[config.mk]
export PLATFORM = sky130hd
export DESIGN_NAME = mrl_rules
export DESIGN_NICKNAME = d
export VERILOG_FILES = /design/src/rtl/mrl_pkg.sv /design/src/rtl/mrl_rules.sv
export SDC_FILE = /design/constraint.sdc
export NUM_CORES = 1
export LEC_CHECK = 0
export BUFFER_PORTS_ARGS = -buffer_cell sky130_fd_sc_hd__clkbuf_2
export CAP_MARGIN = 20
export CORE_AREA = 2 2 39 41
export DETAILED_ROUTE_END_ITERATION = 6
export DIE_AREA = 0 0 41 43
export MAX_ROUTING_LAYER = met4
export PLACE_DENSITY = 0.42
export SLEW_MARGIN = 30
export SYNTH_ARGS = -nofsm -noshare
export SYNTH_HDL_FRONTEND = slang
export SYNTH_SLANG_ARGS = --single-unit
[constraint.sdc]
create_clock -name clk -period 1.72 [get_ports clk]
set_clock_uncertainty 0.05 [all_clocks]
set_input_delay 0.344 -clock clk [delete_from_list [all_inputs] [get_ports clk]]
set_output_delay 0.344 -clock clk [all_outputs]
set_load 0.01 [all_outputs]
[src/rtl/mrl_pkg.sv]
package mrl_pkg;
  localparam int MODE_BITS = 13;

  typedef struct packed {
    logic [3:0] beats;
    logic       ilv;
    logic [2:0] cas_x2;
    logic       dll_rst;
    logic       rsv;
  } base_fields_t;

  typedef struct packed {
    logic dll_on;
    logic drv_red;
    logic qfc;
    logic rsv;
  } ext_fields_t;
endpackage

[src/rtl/mrl_rules.sv]
module mrl_rules
  import mrl_pkg::*;
#(
  parameter int NBANK = 4
) (
  input  logic             clk,
  input  logic             rst_n,
  input  logic             wr_base,
  input  logic             wr_ext,
  input  logic             wr_bad_bank,
  input  base_fields_t     in_base,
  input  ext_fields_t      in_ext,
  input  logic [NBANK-1:0] bank_open,
  input  logic             burst_active,
  input  logic             err_clear,
  output logic             err_reserved,
  output logic             err_busy,
  output logic             err_dll_seq
);
  logic any_load, v_rsv, v_busy, v_dll, dll_pending;

  always_comb begin
    any_load = wr_base | wr_ext | wr_bad_bank;
    v_rsv  = wr_bad_bank | (wr_base & in_base.rsv) | (wr_ext & in_ext.rsv);
    v_busy = any_load & ((|bank_open) | burst_active);
    v_dll  = wr_base & dll_pending & ~in_base.dll_rst;
  end

  always_ff @(posedge clk) begin
    if (!rst_n) begin
      dll_pending  <= 1'b0;
      err_reserved <= 1'b0;
      err_busy     <= 1'b0;
      err_dll_seq  <= 1'b0;
    end else begin
      if (wr_ext)       dll_pending <= in_ext.dll_on;
      else if (wr_base) dll_pending <= 1'b0;
      err_reserved <= v_rsv  | (err_reserved & ~err_clear);
      err_busy     <= v_busy | (err_busy     & ~err_clear);
      err_dll_seq  <= v_dll  | (err_dll_seq  & ~err_clear);
    end
  end
endmodule

==> metrics.cfg, run 1 <==
[critical_path]
cp_slowest_cell=or4_4
critPathKind=input pin to flip-flop
setup.worst_path.start=bank_open[0]
cp-end-kind=flip-flop
crit_family=simple AND/OR/NAND/NOR gates
crit_chain=clkbuf_2 > or4_4 > o32ai_2 > a21boi_1
critPathRequiredTime_ns=1.78
reg2reg_slack_ns=0.92
crit_fanout=1
worst-path-stages=4
worstReg2RegStart=err_reserved
cp-start-kind=input pin
max_stage_delay_ns=0.52
crit_buf_inv=1
crit_arrival_ns=1.15
rr_worst_depth=3

[status]
status=finished clean

[job]
drv_cap=0

[timing]
final_max_slew_viol_count=0
setup_viol=0
max-slew-margin-rel_pct=85.7
tightest_slew_ns=0.214
period_minus_slack_ns=1.09
max_freq_mhz=918
setup-tns-final_ns=0
rsz0062_at_grt=no
fin_crit_sh_pct=63.3
hold_viol=0

[route]
drcViolationCount=0
route.vias.total=204
via_per_inst=3.71
antenna_left=0
drt-total-wl_um=490
drt-pass1-iter-count=4
avgRoutedWirePerCell_um=8.91
initialDrtViolationCount=1

[pwr]
p_clk_share_pct=44.5
seqPwrFrac_pct=40.3
power.density_mw_per_mm2=802
switching_share_pct=20.7
combPwrFrac_pct=15.2
power.switching_uw=51.8
p_int_uw=198
vdd_drop_max_mv=0.212
power_leakage_nw=0.147

[layout]
final_cell_mix=clkbuf_2 (17), dfxtp_1 (4), a21oi_1 (3), clkbuf_4 (3), nor2b_1 (2)
n_antenna_cell=0
final_common_cell=clkbuf_2
syn2layout_area_growth_pct=69.4
drive_above_1_share_pct=56.4
instances_no_fill=55
nNetsFinal=66

[worst_hold_path]
min_path_type=input pin to flip-flop
min_from=rst_n
min_delay_path_depth=2

[grt]
grt_usage_pct=6.99
grt_pass1_vias=180
grt_max_degree=5
antenna_found_initial=0
grt_overflow_total=0
grt_first_pass_wirelength_um=752

[floorplan]
rows=14
coreArea_mm2=0.00138
die_x_um=41
die_h_um=43
ios=28
initial_core_util_pct=13.3
dieArea_mm2=0.00176

[clock_network]
clock_sinks=4
clk_pin_slew_worst_paths_ns=0.04
cts-buffers-inserted=3
hold_buffers=0
cts_tree=yes
clockBufferDepth=2
clock_latency_ns=0.23
cts_max_level=1
cts_setup_buffers=0
cts_resized=0
cts_root_buf=clkbuf_4

[yosys]
synth.largest_area_cell=dfxtp_1
yosysUniqueCellTypes=13
ys_warn_count=0
synthesis.instances=19
syn_nets=44
syn-mean-instance-area_um2=9.68
synthTopCellsByArea=dfxtp_1 (44%), o32ai_2 (8.8%), a21oi_1 (8.2%)
synthesis.area_um2=184
ys_seq_area_share_pct=43.5
synth_top_area_share_pct=43.5
ys_ff_latch=4

[placement]
gp_congestion=0.663
portBuffers=17
dp_cells=52

final timing paths:
check                                     to
worst min register to register      err_busy
worst max-delay path                err_busy
worst max register to register  err_reserved
worst min-delay path             err_dll_seq
power by group through the flow:
stage               Sequential [mW]  Clock [mW]  Combinational, mW
floorplan                     0.104           0             0.0113
global placement              0.102           0             0.0385
detailed placement            0.102           0             0.0387
CTS                           0.101       0.119             0.0388
global route                  0.101       0.127             0.0428
finish                        0.101       0.111             0.0380
per-layer routing:
layer / vias up / global-route usage [%] / wire length, um
met3: 0 / 5.76 / 95
met4: 0 / 4.00 / 0
li1: 110 / - / -
met2: 18 / 6.88 / 154
met5: - / - / 0
met1: 76 / 9.29 / 241
layout make-up:
type | count | area, um2
multi-input combinational | 14 | 100
fill | 155 | 1070
timing repair buffer | 17 | 85.1
inverter | 1 | 3.75
sequential | 4 | 80.1
tap | 16 | 20.0
clock buffer | 3 | 22.5
kinds of logic (layout without fill, tap and decap cells):
kind of cell | after synthesis | in the layout | share of synthesized area [%]
flip-flops | 4 | 4 | 43.5
AND/OR/NAND/NOR | 7 | 7 | 25.9
AO/OA/AOI/OAI | 7 | 7 | 28.6
buffers and inverters | 1 | 21 | 2.04
worst register-to-register path, cell delays in order, from the launching register on:
cell and delay [ns]:
dfxtp_1 0.31, nor2b_1 0.14, a21oi_1 0.05, a21boi_0 0.16
state kept, by name, indices dropped and copies added (netlist names):
register,count
dll_pending,1
err_busy,1
err_dll_seq,1
err_reserved,1
cell usage after synthesis, drive strengths merged:
cell type	instances
a21boi	2
a21oi	3
and2	1
dfxtp	4
inv	1
nand2	1
nand2b	1
nor2b	2
nor3b	1
o22ai	1
o32ai	1
or4	1
per-stage QoR:
step	total power [mW]	setup slack, ns	util, %	hold WS, ns	instance area, um2
2_1_floorplan	0.115	0.523	-	0.416	184
3_3_place_gp	0.141	0.384	20.9	0.422	289
3_5_place_dp	0.141	0.388	20.9	0.422	289
4_1_cts	0.259	0.628	22.5	0.310	312
5_1_grt	0.271	0.594	22.5	0.328	312
6_report	0.250	0.631	22.5	0.320	312
No activity file was read; power rests on OpenSTA's default activity.
==> inputs of run 2 (changes only) <==
Settings changed: ABC_AREA from default to 1, PLACE_DENSITY 0.42 to 0.44.
Clock period 1.72 ns to 0.9 ns, I/O delays scaled along.
==> metrics.cfg, run 2 <==
[clock_network]
clock_latency_ns=0.24  ; about the same
cts-buffers-inserted=3  ; unchanged
hold_buffers=0  ; unchanged
cts_tree=yes
clock_sinks=4  ; unchanged
cts_setup_buffers=0  ; unchanged
cts_max_level=1  ; unchanged
clockBufferDepth=2  ; unchanged
clk_pin_slew_worst_paths_ns=0.04  ; about the same
cts_root_buf=clkbuf_4

[yosys]
ys_seq_area_share_pct=43.8  ; +0.30 points
synth-edff-count=0  ; unchanged
syn_nets=50  ; +14%
yosys-top-cells-count=inv_1 (5), a21oi_1 (4), dfxtp_1 (4), nand2_1 (4)
yosysMostFrequentCell=inv_1
synthesis.area_um2=183  ; -0.68%
synth_top_area_share_pct=43.8  ; +0.30 points
synthTopCellsByArea=dfxtp_1 (44%), a21oi_1 (11%), inv_1 (10%)
async_reset_ff_share_pct=0  ; unchanged
ys_ff_latch=4  ; unchanged
synthesis.instances=25  ; +6
ys_warn_count=0  ; unchanged
syn-mean-instance-area_um2=7.31  ; -25%
synth_flop_cell=dfxtp_1
synth.largest_area_cell=dfxtp_1
yosysUniqueCellTypes=9  ; -4

[timing]
tightest_slew_ns=0.174  ; -0.0398 ns
max-slew-margin-rel_pct=88.4  ; +2.7 points
hold_viol=0  ; unchanged
fin_ws_ns=-0.00161  ; -0.633 ns
max_freq_mhz=1110
final_max_slew_viol_count=0  ; unchanged
period_minus_slack_ns=0.902
fin_crit_sh_pct=100
rsz0062_at_grt=yes
setup_viol=1  ; +1

[layout]
n_antenna_cell=0  ; unchanged
postLayoutCoreUtil_pct=24.1  ; +1.5 points
nNetsFinal=72  ; +9.1%
stdcell_area_um2=333  ; +6.8%
drive_above_1_share_pct=53.3  ; -3.1 points
final_cell_mix=clkbuf_2 (14), inv_1 (5), nand2_1 (4), a21oi_1 (4)
final_common_cell=clkbuf_2
syn2layout_area_growth_pct=82.2

[critical_path]
critPathRequiredTime_ns=0.67  ; -1.11 ns
max_stage_delay_ns=0.32  ; -0.20 ns
reg2reg_slack_ns=0.20  ; -0.72 ns
cp_slowest_cell=dfxtp_2
cp-start-kind=flip-flop
crit_family=flip-flops
crit_chain=buf_6
cp-end-kind=output pin
crit_fanout=2  ; +1
critPathKind=flip-flop to output pin
crit_arrival_ns=0.67  ; -0.48 ns
crit_buf_inv=1  ; unchanged

[route]
dr_wl_met2_um=277  ; +80%
drt-pass1-iter-count=2  ; -2
met3_length_um=27  ; -72%
antenna_left=0  ; unchanged
drcViolationCount=0  ; unchanged
avgRoutedWirePerCell_um=8.57  ; -3.8%
via_per_inst=3.84  ; +3.4%
initialDrtViolationCount=3  ; +2
met1_length_um=198  ; -18%
route.vias.total=234  ; +15%
top_layer=met4
drt-total-wl_um=523  ; +6.7%

[pwr]
p_clk_share_pct=45.6  ; +1.1 points
seqPwrFrac_pct=38.6  ; -1.7 points
combPwrFrac_pct=15.8  ; +0.6 points
power.density_mw_per_mm2=1530  ; +90%
switching_share_pct=23.9  ; +3.2 points
p_int_uw=386  ; +95%
power.switching_uw=122  ; +130%
vdd_drop_max_mv=0.525  ; +150%
power_leakage_nw=0.179  ; +22%

[grt]
grt_usage_pct=7.92  ; +0.93 points
grt_first_pass_wirelength_um=883  ; +17%
grt_pass1_vias=248  ; +38%
grt_overflow_total=0  ; unchanged
grt_max_degree=5  ; unchanged
antenna_found_initial=0  ; unchanged

[floorplan]
ios=28  ; unchanged
coreArea_mm2=0.00138  ; unchanged
die_x_um=41  ; unchanged
initial_core_util_pct=13.2  ; -0.090 points
dieArea_mm2=0.00176  ; unchanged
die_h_um=43  ; unchanged
rows=14  ; unchanged

[placement]
portBuffers=17  ; unchanged
dp_hpwl_um=435
placed_area_um2=288  ; -0.43%
gp_congestion=0.664  ; about the same

[status]
failed_checks=setup timing
status=finished, violations left

[job]
drv_cap=0  ; unchanged

[worst_hold_path]
min_path_type=input pin to flip-flop

==> run 2: layout make-up <==
cell class	instances	area (um2)
clock buffer	3	22.5
tap	16	20.0
inverter	5	18.8
sequential	4	83.8
multi-input combinational	16	83.8
fill	166	1050
timing repair buffer	17	104
==> run 2: worst paths after layout <==
check,start,to,cells past startpoint
max reg2reg,err_reserved,err_reserved,2
max,err_reserved,err_reserved,1
min reg2reg,err_dll_seq,err_dll_seq,2
min,in_ext[3],dll_pending,3
==> run 2: power by group through the flow <==
stage	combinational (mW)	sequential (mW)	clock (mW)
after floorplan	0.0255	0.199	0
after global placement	0.0726	0.195	0
after detailed placement	0.0738	0.196	0
after CTS	0.0744	0.194	0.236
after global routing	0.0909	0.197	0.245
final	0.0804	0.196	0.231
==> run 2: cells by family after synthesis <==
family	count (synthesis)	synth area share (%)
flip-flops	4	43.8
AND/OR/NAND/NOR	10	26.0
AO/OA/AOI/OAI	6	19.9
buffers and inverters	5	10.3
==> run 2: stage by stage <==
stage	setup TNS, ns	std cells	power [mW]	hold slack [ns]	setup WS (ns)
final	-0.00161	61	0.508	0.137	-0.00161
after global routing	-0.0300	61	0.533	0.149	-0.0118
after CTS	-0.0421	61	0.505	0.138	-0.0154
after detailed placement	0	58	0.269	0.387	0.156
after global placement	0	58	0.268	0.391	0.163
after floorplan	0	25	0.224	0.270	0.209
==> run 2: what timing repair did <==
action | 4_1_cts | 5_1_grt
endpoints found under the hold margin | 0 | 0
gates resized for setup | 3 | 6
endpoints found under the setup margin | 3 | 3
==> run 2: layer usage <==
layer  vias to the layer above  GRT usage, %
met5                         -             -
met4                         0          6.00
met3                         3          3.66
met2                         7          12.2
met1                       102          7.07
li1                        122             -
==> inputs of run 3 (changes only) <==
Settings changed: CAP_MARGIN 20 to default, CTS_BUF_LIST from default to sky130_fd_sc_hd__clkbuf_8, TNS_END_PERCENT from default to 5.
==> metrics.cfg, run 3 (synthesis results as in run 2) <==
[status]
status=finished clean

[critical_path]
cp-end-kind=output pin
crit_end=err_reserved
critPathKind=flip-flop to output pin
worst-path-stages=1  ; unchanged
crit_fanout=2  ; unchanged
setup.worst_path.start=err_reserved
cp-start-kind=flip-flop
crit_family=flip-flops
reg2reg_slack_ns=0.21  ; about the same
rr_worst_depth=2  ; unchanged
worstReg2RegStart=err_reserved
r2r-end=err_reserved
max_stage_delay_ns=0.31  ; about the same
crit_buf_inv=1  ; unchanged
crit_chain=buf_2
critPathRequiredTime_ns=0.67  ; about the same
crit_arrival_ns=0.65  ; -0.02 ns
cp_slowest_cell=dfxtp_2

[clock_network]
clk_pin_slew_worst_paths_ns=0.03  ; about the same
cts_tree=yes
clockBufferDepth=2  ; unchanged
cts_root_buf=clkbuf_8
cts_max_level=1  ; unchanged
clock_latency_ns=0.21  ; -0.03 ns
cts_setup_buffers=0  ; unchanged
clock_sinks=4  ; unchanged
cts-buffers-inserted=3  ; unchanged
hold_buffers=0  ; unchanged
cts_resized=0  ; -3

[route]
initialDrtViolationCount=1  ; -2
antenna_left=0  ; unchanged
drt-pass1-iter-count=2  ; unchanged
via_per_inst=3.82  ; -0.43%
drt-total-wl_um=492  ; -5.9%
drcViolationCount=0  ; unchanged
route.vias.total=233  ; -0.43%
avgRoutedWirePerCell_um=8.07  ; -5.9%

[timing]
setup-tns-final_ns=0  ; +0.00161 ns
fin_ws_ns=0.0205  ; +0.0221 ns
max-slew-margin-rel_pct=89.3  ; +0.92 points
fin_crit_sh_pct=97.7  ; -2.5 points
final_max_slew_viol_count=0  ; unchanged
setup_viol=0  ; -1
max_freq_mhz=1140  ; +2.5%
tightest_slew_ns=0.160  ; -0.0137 ns
hold_viol=0  ; unchanged
rsz0062_at_grt=no
period_minus_slack_ns=0.880  ; -0.0221 ns

[grt]
grt_first_pass_wirelength_um=869  ; -1.6%
antenna_found_initial=0  ; unchanged
grt_pass1_vias=248  ; unchanged
grt_max_degree=5  ; unchanged
grt_usage_pct=7.51  ; -0.41 points
grt_overflow_total=0  ; unchanged

[placement]
placed_area_um2=288  ; unchanged
gp_congestion=0.664  ; unchanged
portBuffers=17  ; unchanged
dp_hpwl_um=435  ; unchanged
place_ws_ns=0.156  ; unchanged

[worst_hold_path]
min_path_type=input pin to flip-flop
min_from=in_ext[3]

[floorplan]
coreArea_mm2=0.00138  ; unchanged
initial_core_util_pct=13.2  ; unchanged
ios=28  ; unchanged
dieArea_mm2=0.00176  ; unchanged
rows=14  ; unchanged
die_x_um=41  ; unchanged
die_h_um=43  ; unchanged

[layout]
nFillCells=162  ; -2.4%
syn2layout_area_growth_pct=82.2  ; unchanged
n_antenna_cell=0  ; unchanged
nNetsFinal=72  ; unchanged
stdcell_area_um2=333  ; unchanged
drive_above_1_share_pct=53.3  ; unchanged
regArea_um2=83.8  ; unchanged
final_common_cell=clkbuf_2
postLayoutCoreUtil_pct=24.1  ; unchanged
multi_input_area_um2=83.8  ; unchanged
final_cell_mix=clkbuf_2 (14), inv_1 (5), nand2_1 (4), a21oi_1 (4)

[pwr]
power.density_mw_per_mm2=1910  ; +25%
power_leakage_nw=0.183  ; +1.9%
vdd_drop_max_mv=0.702  ; +34%

[job]
drv_cap=0  ; unchanged

## run 3: where the power goes
part	total, mW	leakage (nW)	switching (mW)	internal [mW]
registers	0.194	0.0338	0.00446	0.190
clock network	0.370	0.0216	0.0852	0.284
logic	0.0721	0.127	0.0332	0.0389
total	0.636	0.183	0.123	0.513
## run 3: per-stage QoR
| step | hold WS, ns | power, mW | cells |
|---|---|---|---|
| after floorplan | 0.270 | 0.224 | 25 |
| after global placement | 0.391 | 0.268 | 58 |
| after detailed placement | 0.387 | 0.269 | 58 |
| after CTS | 0.165 | 0.643 | 61 |
| after global routing | 0.177 | 0.665 | 61 |
| final | 0.160 | 0.636 | 61 |
## run 3: final cells by class
| cell class | instances | area share (%) |
|---|---|---|
| Multi-Input combinational cell | 16 | 25.2 |
| Timing Repair Buffer | 17 | 25.6 |
| Inverter | 5 | 5.64 |
| Clock buffer | 3 | 12.4 |
| Tap cell | 16 | 6.02 |
| Sequential cell | 4 | 25.2 |
## run 3: how the worst min path moves through the flow
stage / end / cells past startpoint
CTS: dll_pending / 3
floorplan: dll_pending / 2
global route: dll_pending / 3
detailed placement: dll_pending / 3
global placement: dll_pending / 3
finish: dll_pending / 3
## run 3: routing by layer
| metal | GRT usage [%] | routed length, um |
|---|---|---|
| met2 | 11.9 | 276 |
| met4 | 4.00 | 8 |
| met1 | 7.07 | 161 |
| met3 | 3.66 | 45 |
| met5 | - | 0 |
